`src/rtl/trig_pkg.sv`:
```
package trig_pkg;

  typedef enum logic [1:0] {
    ST_IDLE = 2'd0,
    ST_ARM  = 2'd1,
    ST_RUN  = 2'd2,
    ST_HALT = 2'd3
  } win_state_t;

  // Active transition between the previous and the current retimed sample.
  function automatic logic edge_hit(input logic cur, input logic prev,
                                    input logic rise);
    return rise ? (cur & ~prev) : (~cur & prev);
  endfunction

  // The window counts as open in these states.
  function automatic logic is_open(input win_state_t s);
    return (s == ST_ARM) || (s == ST_RUN);
  endfunction

endpackage

```
`src/rtl/trig_sync.sv`:
```
module trig_sync #(
  parameter int W     = 2,
  parameter int DEPTH = 2
) (
  input  logic         clk,
  input  logic         rst,
  input  logic [W-1:0] async_in,
  output logic [W-1:0] sync_out
);

  logic [W-1:0] stage [DEPTH];

  // The first stage feeds only the second; only the last stage leaves.
  always_ff @(posedge clk) begin
    if (rst) stage[0] <= '0;
    else     stage[0] <= async_in;
  end

  for (genvar g = 1; g < DEPTH; g++) begin : g_chain
    always_ff @(posedge clk) begin
      if (rst) stage[g] <= '0;
      else     stage[g] <= stage[g-1];
    end
  end

  assign sync_out = stage[DEPTH-1];

  initial begin
    a_depth_min_r1: assert (DEPTH >= 2);
  end

endmodule

```
`src/rtl/trig_edge.sv`:
```
module trig_edge #(
  parameter int   W    = 2,
  parameter logic RISE = 1'b1
) (
  input  logic         clk,
  input  logic         rst,
  input  logic [W-1:0] level,
  output logic [W-1:0] hit
);
  import trig_pkg::*;

  logic [W-1:0] hist_q;

  always_ff @(posedge clk) begin
    if (rst) hist_q <= '0;
    else     hist_q <= level;
  end

  for (genvar g = 0; g < W; g++) begin : g_hit
    assign hit[g] = edge_hit(level[g], hist_q[g], RISE);
  end

endmodule

```
`src/rtl/trig_fsm.sv`:
```
module trig_fsm (
  input  logic clk,
  input  logic rst,
  input  logic start_edge,
  input  logic stop_edge,
  output logic running,
  output logic start_pulse,
  output logic stop_pulse
);
  import trig_pkg::*;

  win_state_t state_q, state_d;
  logic       running_q;

  always_comb begin
    state_d = state_q;
    unique case (state_q)
      ST_IDLE: if (!stop_edge && start_edge) state_d = ST_ARM;
      ST_ARM:  state_d = stop_edge ? ST_HALT : ST_RUN;
      ST_RUN:  if (stop_edge) state_d = ST_HALT;
      ST_HALT: state_d = ST_IDLE;
      default: state_d = ST_IDLE;
    endcase
  end

  // Single process owns both the state and the running flag.
  always_ff @(posedge clk) begin
    if (rst) begin
      state_q   <= ST_IDLE;
      running_q <= 1'b0;
    end else begin
      state_q   <= state_d;
      running_q <= is_open(state_d);
    end
  end

  assign running     = running_q;
  assign start_pulse = (state_q == ST_ARM);
  assign stop_pulse  = (state_q == ST_HALT);

  p_pulse_excl_r10: assert property (@(posedge clk) disable iff (rst)
    !(start_pulse && stop_pulse));
  p_start_once_r3: assert property (@(posedge clk) disable iff (rst)
    start_pulse |=> !start_pulse);
  p_open_with_pulse_r3: assert property (@(posedge clk) disable iff (rst)
    start_pulse |-> running);
  p_hold_open_r4: assert property (@(posedge clk) disable iff (rst)
    (running && !stop_edge) |=> running);
  p_close_with_pulse_r5: assert property (@(posedge clk) disable iff (rst)
    stop_pulse |-> !running);
  p_idle_stop_r6: assert property (@(posedge clk) disable iff (rst)
    (state_q == ST_IDLE && stop_edge) |=> !running && !stop_pulse);
  p_stop_wins_r7: assert property (@(posedge clk) disable iff (rst)
    (state_q == ST_IDLE && stop_edge && start_edge) |=> !start_pulse);
  p_halt_to_idle_r8: assert property (@(posedge clk) disable iff (rst)
    stop_pulse |=> (state_q == ST_IDLE));

endmodule

```
`src/rtl/trig_window_ctrl.sv`:
```
module trig_window_ctrl #(
  parameter int   SYNC_DEPTH  = 2,
  parameter logic ACTIVE_RISE = 1'b1
) (
  input  logic clk,
  input  logic rst,
  input  logic start_in,
  input  logic stop_in,
  output logic running,
  output logic start_pulse,
  output logic stop_pulse
);

  localparam int NLINES = 2;
  localparam int IDX_START = 0;
  localparam int IDX_STOP  = 1;

  logic [NLINES-1:0] raw_lines, sync_lines, line_hit;
  logic              start_edge, stop_edge;

  assign raw_lines[IDX_START] = start_in;
  assign raw_lines[IDX_STOP]  = stop_in;

  trig_sync #(.W(NLINES), .DEPTH(SYNC_DEPTH)) u_sync (
    .clk      (clk),
    .rst      (rst),
    .async_in (raw_lines),
    .sync_out (sync_lines)
  );

  trig_edge #(.W(NLINES), .RISE(ACTIVE_RISE)) u_edge (
    .clk   (clk),
    .rst   (rst),
    .level (sync_lines),
    .hit   (line_hit)
  );

  assign start_edge = line_hit[IDX_START];
  assign stop_edge  = line_hit[IDX_STOP];

  trig_fsm u_fsm (
    .clk         (clk),
    .rst         (rst),
    .start_edge  (start_edge),
    .stop_edge   (stop_edge),
    .running     (running),
    .start_pulse (start_pulse),
    .stop_pulse  (stop_pulse)
  );

  p_edge_after_change_r9: assert property (@(posedge clk) disable iff (rst)
    start_edge |=> $past(sync_lines[IDX_START]) == ACTIVE_RISE);

endmodule

```
`config.mk`:
```
export PLATFORM = sky130hd
export DESIGN_NAME = trig_window_ctrl
export DESIGN_NICKNAME = d
export VERILOG_FILES = /design/src/rtl/trig_pkg.sv /design/src/rtl/trig_sync.sv /design/src/rtl/trig_edge.sv /design/src/rtl/trig_fsm.sv /design/src/rtl/trig_window_ctrl.sv
export SDC_FILE = /design/constraint.sdc
export NUM_CORES = 1
export LEC_CHECK = 0
export ABC_CLOCK_PERIOD_IN_PS = 2000
export CAP_MARGIN = 5
export CORE_AREA = 2 2 39 41
export DETAILED_ROUTE_END_ITERATION = 16
export DIE_AREA = 0 0 41 43
export PLACE_DENSITY = 0.51
export REMOVE_ABC_BUFFERS = 1
export SLEW_MARGIN = 0
export SYNTH_ARGS = -nofsm -noshare
export SYNTH_HDL_FRONTEND = slang
export SYNTH_HIERARCHICAL = 1
export SYNTH_SLANG_ARGS = --single-unit
```
`constraint.sdc`:
```
create_clock -name clk -period 2 [get_ports clk]
set_input_delay 0.3 -clock clk [delete_from_list [all_inputs] [get_ports clk]]
set_output_delay 0.3 -clock clk [all_outputs]
set_load 0.01 [all_outputs]
```
---- Word-level counts from Yosys, hierarchy flattened ----
Memory sizes are Yosys's and may differ from the RTL's.
Cells that the tools add are included.
Widths: inputs -> output; s select.
storage, ports and cells
  memory bits (writable) .................. 4
  logic and storage cells ................. 28
  bits in registers ....................... 5
  output and inout port bits .............. 3
  bits of input ports ..................... 4
  memories kept ........................... 1
cells by class
  muxes and demuxes ....................... 9
  eq/ne operators ......................... 5
  bitwise gates (word level) .............. 6
  reductions and logical operators ........ 4
memories
  name          depth  bits a word  read ports  clocked after Yosys merged registers in  write ports  RTL line         text
  u_sync.stage  2      2            2           0                                        2            trig_sync.sv:11  logic [W-1:0] stage [DEPTH];
operators by type and width
  operator            number
  $mux 2              4
  $pmux 2 s4          1
  $eq 2x2->1 const B  3
  $eq 2x1->1 const B  2
  $mux 1              4
  $and 1x1->1         2
  $logic_not 2->1     1
  $not 1->1           2
  $or 1x1->1          2
  $logic_and 1x1->1   1
  $logic_not 1->1     1
  $logic_or 1x1->1    1

---- Logic depth before layout (Yosys ltp) ----
  depth in word-level cells ............... 8
  mapped depth ............................ 5
  depth with buffers taken out ............ 5

---- Cells and area by module ----
The synthesis kept the hierarchy.
by module, submodules not included
  module     area each (um2)  cells each  instances
  trig_fsm   195.2            18          1
  trig_sync  105.1            8           1
  trig_edge  70.1             6           1

---- Worst setup path after synthesis ----
OpenSTA, ideal clock, no wires.
  kind .................................... flip-flop to flip-flop
  start ................................... reg u_fsm.state_q[0]
  end ..................................... reg u_fsm.running_q, in the netlist u_fsm/running
  stages on the path, launching flop included .. 6
  clock period less this slack ............ 1.443 ns
  data required time ...................... 1.879 ns
  library setup time ...................... 0.121 ns
  data arrival time ....................... 1.322 ns
  path buffers ............................ 0
  slack ................................... 0.557 ns
  path through ............................ dfxtp_1 inv_1 ha_1 nand2b_1 o211ai_2 mux2_4
on the way
  word-level cells in the longest chain between the ends .. 4
  elaborated cells on any way between the ends .. 10
RTL lines
  element                                   RTL line        text
  from (decl)                               trig_fsm.sv:12  win_state_t state_q, state_d;
  from (signal assigned)                    trig_fsm.sv:32  state_q <= state_d;
  $eq 2x2->1, or another cell as far along  trig_fsm.sv:17  unique case (state_q)
  $pmux 2 s4 *                              trig_fsm.sv:17
  $eq 2x1->1 or $eq 2x2->1 (tied branches)  trig_pkg.sv:18  return (s == ST_ARM) || (s == ST_RUN);
  $logic_or 1x1->1 *                        trig_pkg.sv:18
  to (signal assigned)                      trig_fsm.sv:33  running_q <= is_open(state_d);
  to (decl)                                 trig_fsm.sv:13  logic running_q;
Mark *: on every way between the ends. The rest lies on a longest branch, timed or not.
A chain may end at the register's enable or synchronous reset.

---- Final worst setup path ----
  start ................................... reg u_fsm.state_q[0]
  end ..................................... out start_pulse
on the way
  word-level cells in the longest chain between the ends .. 1
RTL lines
  element     RTL line                text
  $eq 2x1->1  trig_fsm.sv:38          assign start_pulse = (state_q == ST_ARM);
  to (decl)   trig_window_ctrl.sv:10  output logic start_pulse,
No other way between the ends.

==> results <==
## synthesized netlist by cell type
cell type,n,share of area [%]
nand3b_1,1,2.0
dfxtp_1,9,49
o211ai_2,1,3.4
nor2_1,2,2.0
o21ai_4,1,4.4
inv_1,2,2.0
ha_1,4,14
mux2_4,1,4.1
nor2b_2,2,4.7
nor2b_1,8,14
nand2b_1,1,1.7
## flip-flops by register name (all words and copies together) (netlist names)
register	flops
u_fsm/running	1
u_fsm/state_q	2
u_edge/hist_q	2
u_sync/stage	4
## kinds of logic (layout without fill, tap and decap cells)
group	after synthesis	after routing
buffers and inverters	2	12
flip-flops	9	9
AND/OR/NAND/NOR	14	14
multiplexers	1	1
AO/OA/AOI/OAI	2	2
adder cells (fa/ha/maj)	4	4
## metrics by stage
stage	setup WS [ps]	instances	area [um2]
5_1_grt	215.1	58	476.7
2_1_floorplan	556.7	32	370.4
4_1_cts	275.0	58	476.7
6_report	292.7	58	476.7
3_3_place_gp	515.3	54	450.4
3_5_place_dp	469.6	54	450.4
## per-layer routing
metal / wire length [um] / part of all wire [%] / vias to the layer above
met5: 0 / 0 / -
met4: 0 / 0 / 0
met3: 33 / 6.8 / 0
met2: 237 / 49 / 5
met1: 214 / 44 / 109
li1: - / - / 122
## cells in the final DEF, fill, tap and decap left out
cell,synthesis,final
clkbuf_1,0,1
clkbuf_4,0,3
clkdlybuf4s50_1,0,6
dfxtp_1,9,9
ha_1,4,4
inv_1,2,2
mux2_4,1,1
nand2b_1,1,1
nand3b_1,1,1
nor2_1,2,2
nor2b_1,8,8
nor2b_2,2,2
o211ai_2,1,1
o21ai_4,1,1
## cell type report
type                    instances  area [um2]
fillers                       140       907.1
multi-input cells              21       182.7
flip-flops and latches          9       180.2
repair buffers                  6       60.06
clock buffers                   4       26.28
well taps                      16       20.02
inverters                       2       7.507
## path summary, 6_finish.rpt
| path | startpoint | to | slack [ps] |
|---|---|---|---|
| setup / recovery | u_fsm/state_q[0]$_SDFF_PP0_ | start_pulse | 290 |
| hold / removal | u_sync/stage[0][1]$_SDFF_PP0_ | u_sync/stage[1][1]$_SDFF_PP0_ | 440 |
| setup reg to reg | u_fsm/state_q[0]$_SDFF_PP0_ | u_fsm/running$_SDFF_PP0_ | 480 |
| hold reg to reg | u_sync/stage[0][1]$_SDFF_PP0_ | u_sync/stage[1][1]$_SDFF_PP0_ | 440 |
## power by group
part           internal, mW  total, mW  switching, mW
sequential            0.189      0.194        0.00495
clock                0.0766      0.135         0.0583
combinational        0.0290     0.0491         0.0201
total                 0.295      0.378         0.0834
==> key figures <==
Clocking
  – CTS Sinks: 9
  – Setup Fix Bufs, Post-CTS: 0
  – H-tree Lvls: 1
  – Cts repair resizes: 0
  – Worst-case clock buffer depth: 2
  – Worst-path clk slew: 60 ps
  – Hold-fix buffers, CTS: 0
  – CTS tree: yes
  – Worst-Skew Late Latency: roughly 250 ps
  – Clock root buffer: clkbuf_4
  – Total CTS buffers: 3

Finish
  – Core Util, Final: 34.45%
  – # diodes: 0
  – NumNets Final: 51
  – Area delta synth->final: 28.72%
  – Share of cells above drive strength 1: between 10% and 20%

Critical path
  – Slowest CP cell: clkdlybuf4s50_1
  – Reg2Reg Depth: 5
  – CP delay by family, top: buffers and inverters
  – WP data required: around 1700 ps
  – Critical path type: reg2out
  – CP bufs+invs: 1
  – Worst-path cell chain: ha_1, clkdlybuf4s50_1
  – Critical path depth in cells: 2
  – Critical path capture point type: output port
  – Critical path arrival: roughly 1400 ps
  – Worst Path Max Fanout: 4
  – Peak per-stage delay on the critical path: ~530 ps
  – Startpoint Class: flip-flop

Place
  – Hpwl dp: approximately 400 um
  – I/O Buffers: 6
  – GPL Wtd Cong: approximately 0.64

Yosys
  – Synth Instances: 32
  – Syn Area/Cell: around 12 um2
  – Simple-gate share of the synthesized area: between 20% and 30%
  – Sequential area share after synthesis: about half
  – Distinct cell type count after synthesis: 11
  – Yosys warnings: 6
  – Netlist Area Pre-Place: 370.4 um2
  – Adder-Cell Fraction of Synth Area: a little over an eighth
  – Mux contribution to synthesized area: under 10%
  – Largest family of logic cells by synthesized area: simple AND/OR/NAND/NOR gates
  – Yosys reg bits: 9
  – Synth Area in XOR/XNOR: 0%
  – Synth Area in Compound Gates: under 10%

Timing
  – Setup TNS Final: 0 ps
  – Setup violations, final: 0
  – FMAX: 0.5857 GHz
  – Relative slew slack: approximately 80%
  – WHS: 439.7 ps
  – Final worst path period need: 1707 ps
  – Slew Viols, Final: 0
  – Final Hold Vio Count: 0
  – RSZ-0062 raised after global routing: no
  – Worst-Margin Slew: approximately 300 ps
  – Clk_skew: between 2 and 3 ps
  – Final worst path period share: a little under nine tenths

GRT
  – GRT Residual Overflow: 0
  – Grt peak-use layer: met2
  – GRT Total Usage: about 8.4%
  – First-pass GRT wire length: approximately 900 um
  – Number of global-route vias before repair: between 200 and 250
  – Grt met2 use: a little over 10%
  – Global routing usage on met1: about a tenth
  – Pin count of the biggest net entering global routing: 10
  – GR Util met3: 4.712%
  – Antenna violations before repair: 0

Power
  – Power per Cell Area: about 800 nW/um2
  – Tot Pwr: approximately 0.38 mW
  – VDD IR max: ~0.3 mV
  – Leakage: between 0.15 and 0.2 nW

Job
  – Maxcap violations: 0

Route
  – Vias: 236
  – Routed len/inst: between 8 and 9 um
  – Drt total wl: 485 um
  – First DRT Iteration DRCs: 1
  – Via density: 4.069
  – Drt drc: 0
  – Remaining antenna violation count: 0
  – Drt pass-1 iters: 2

Die
  – Initial core utilization: approximately 27%
  – Die area: between 1500 and 2000 um2
  – Core area: between 1000 and 1500 um2
  – Die width: between 40 and 50 um
  – Die H: between 40 and 50 um
  – # IOs: 7
  – Rows: 14

Status
  – Status: finished clean

Hold path
  – Hold Crit Depth: 1
  – Worst hold path class: reg2reg
No activity file was read; power rests on OpenSTA's default activity.
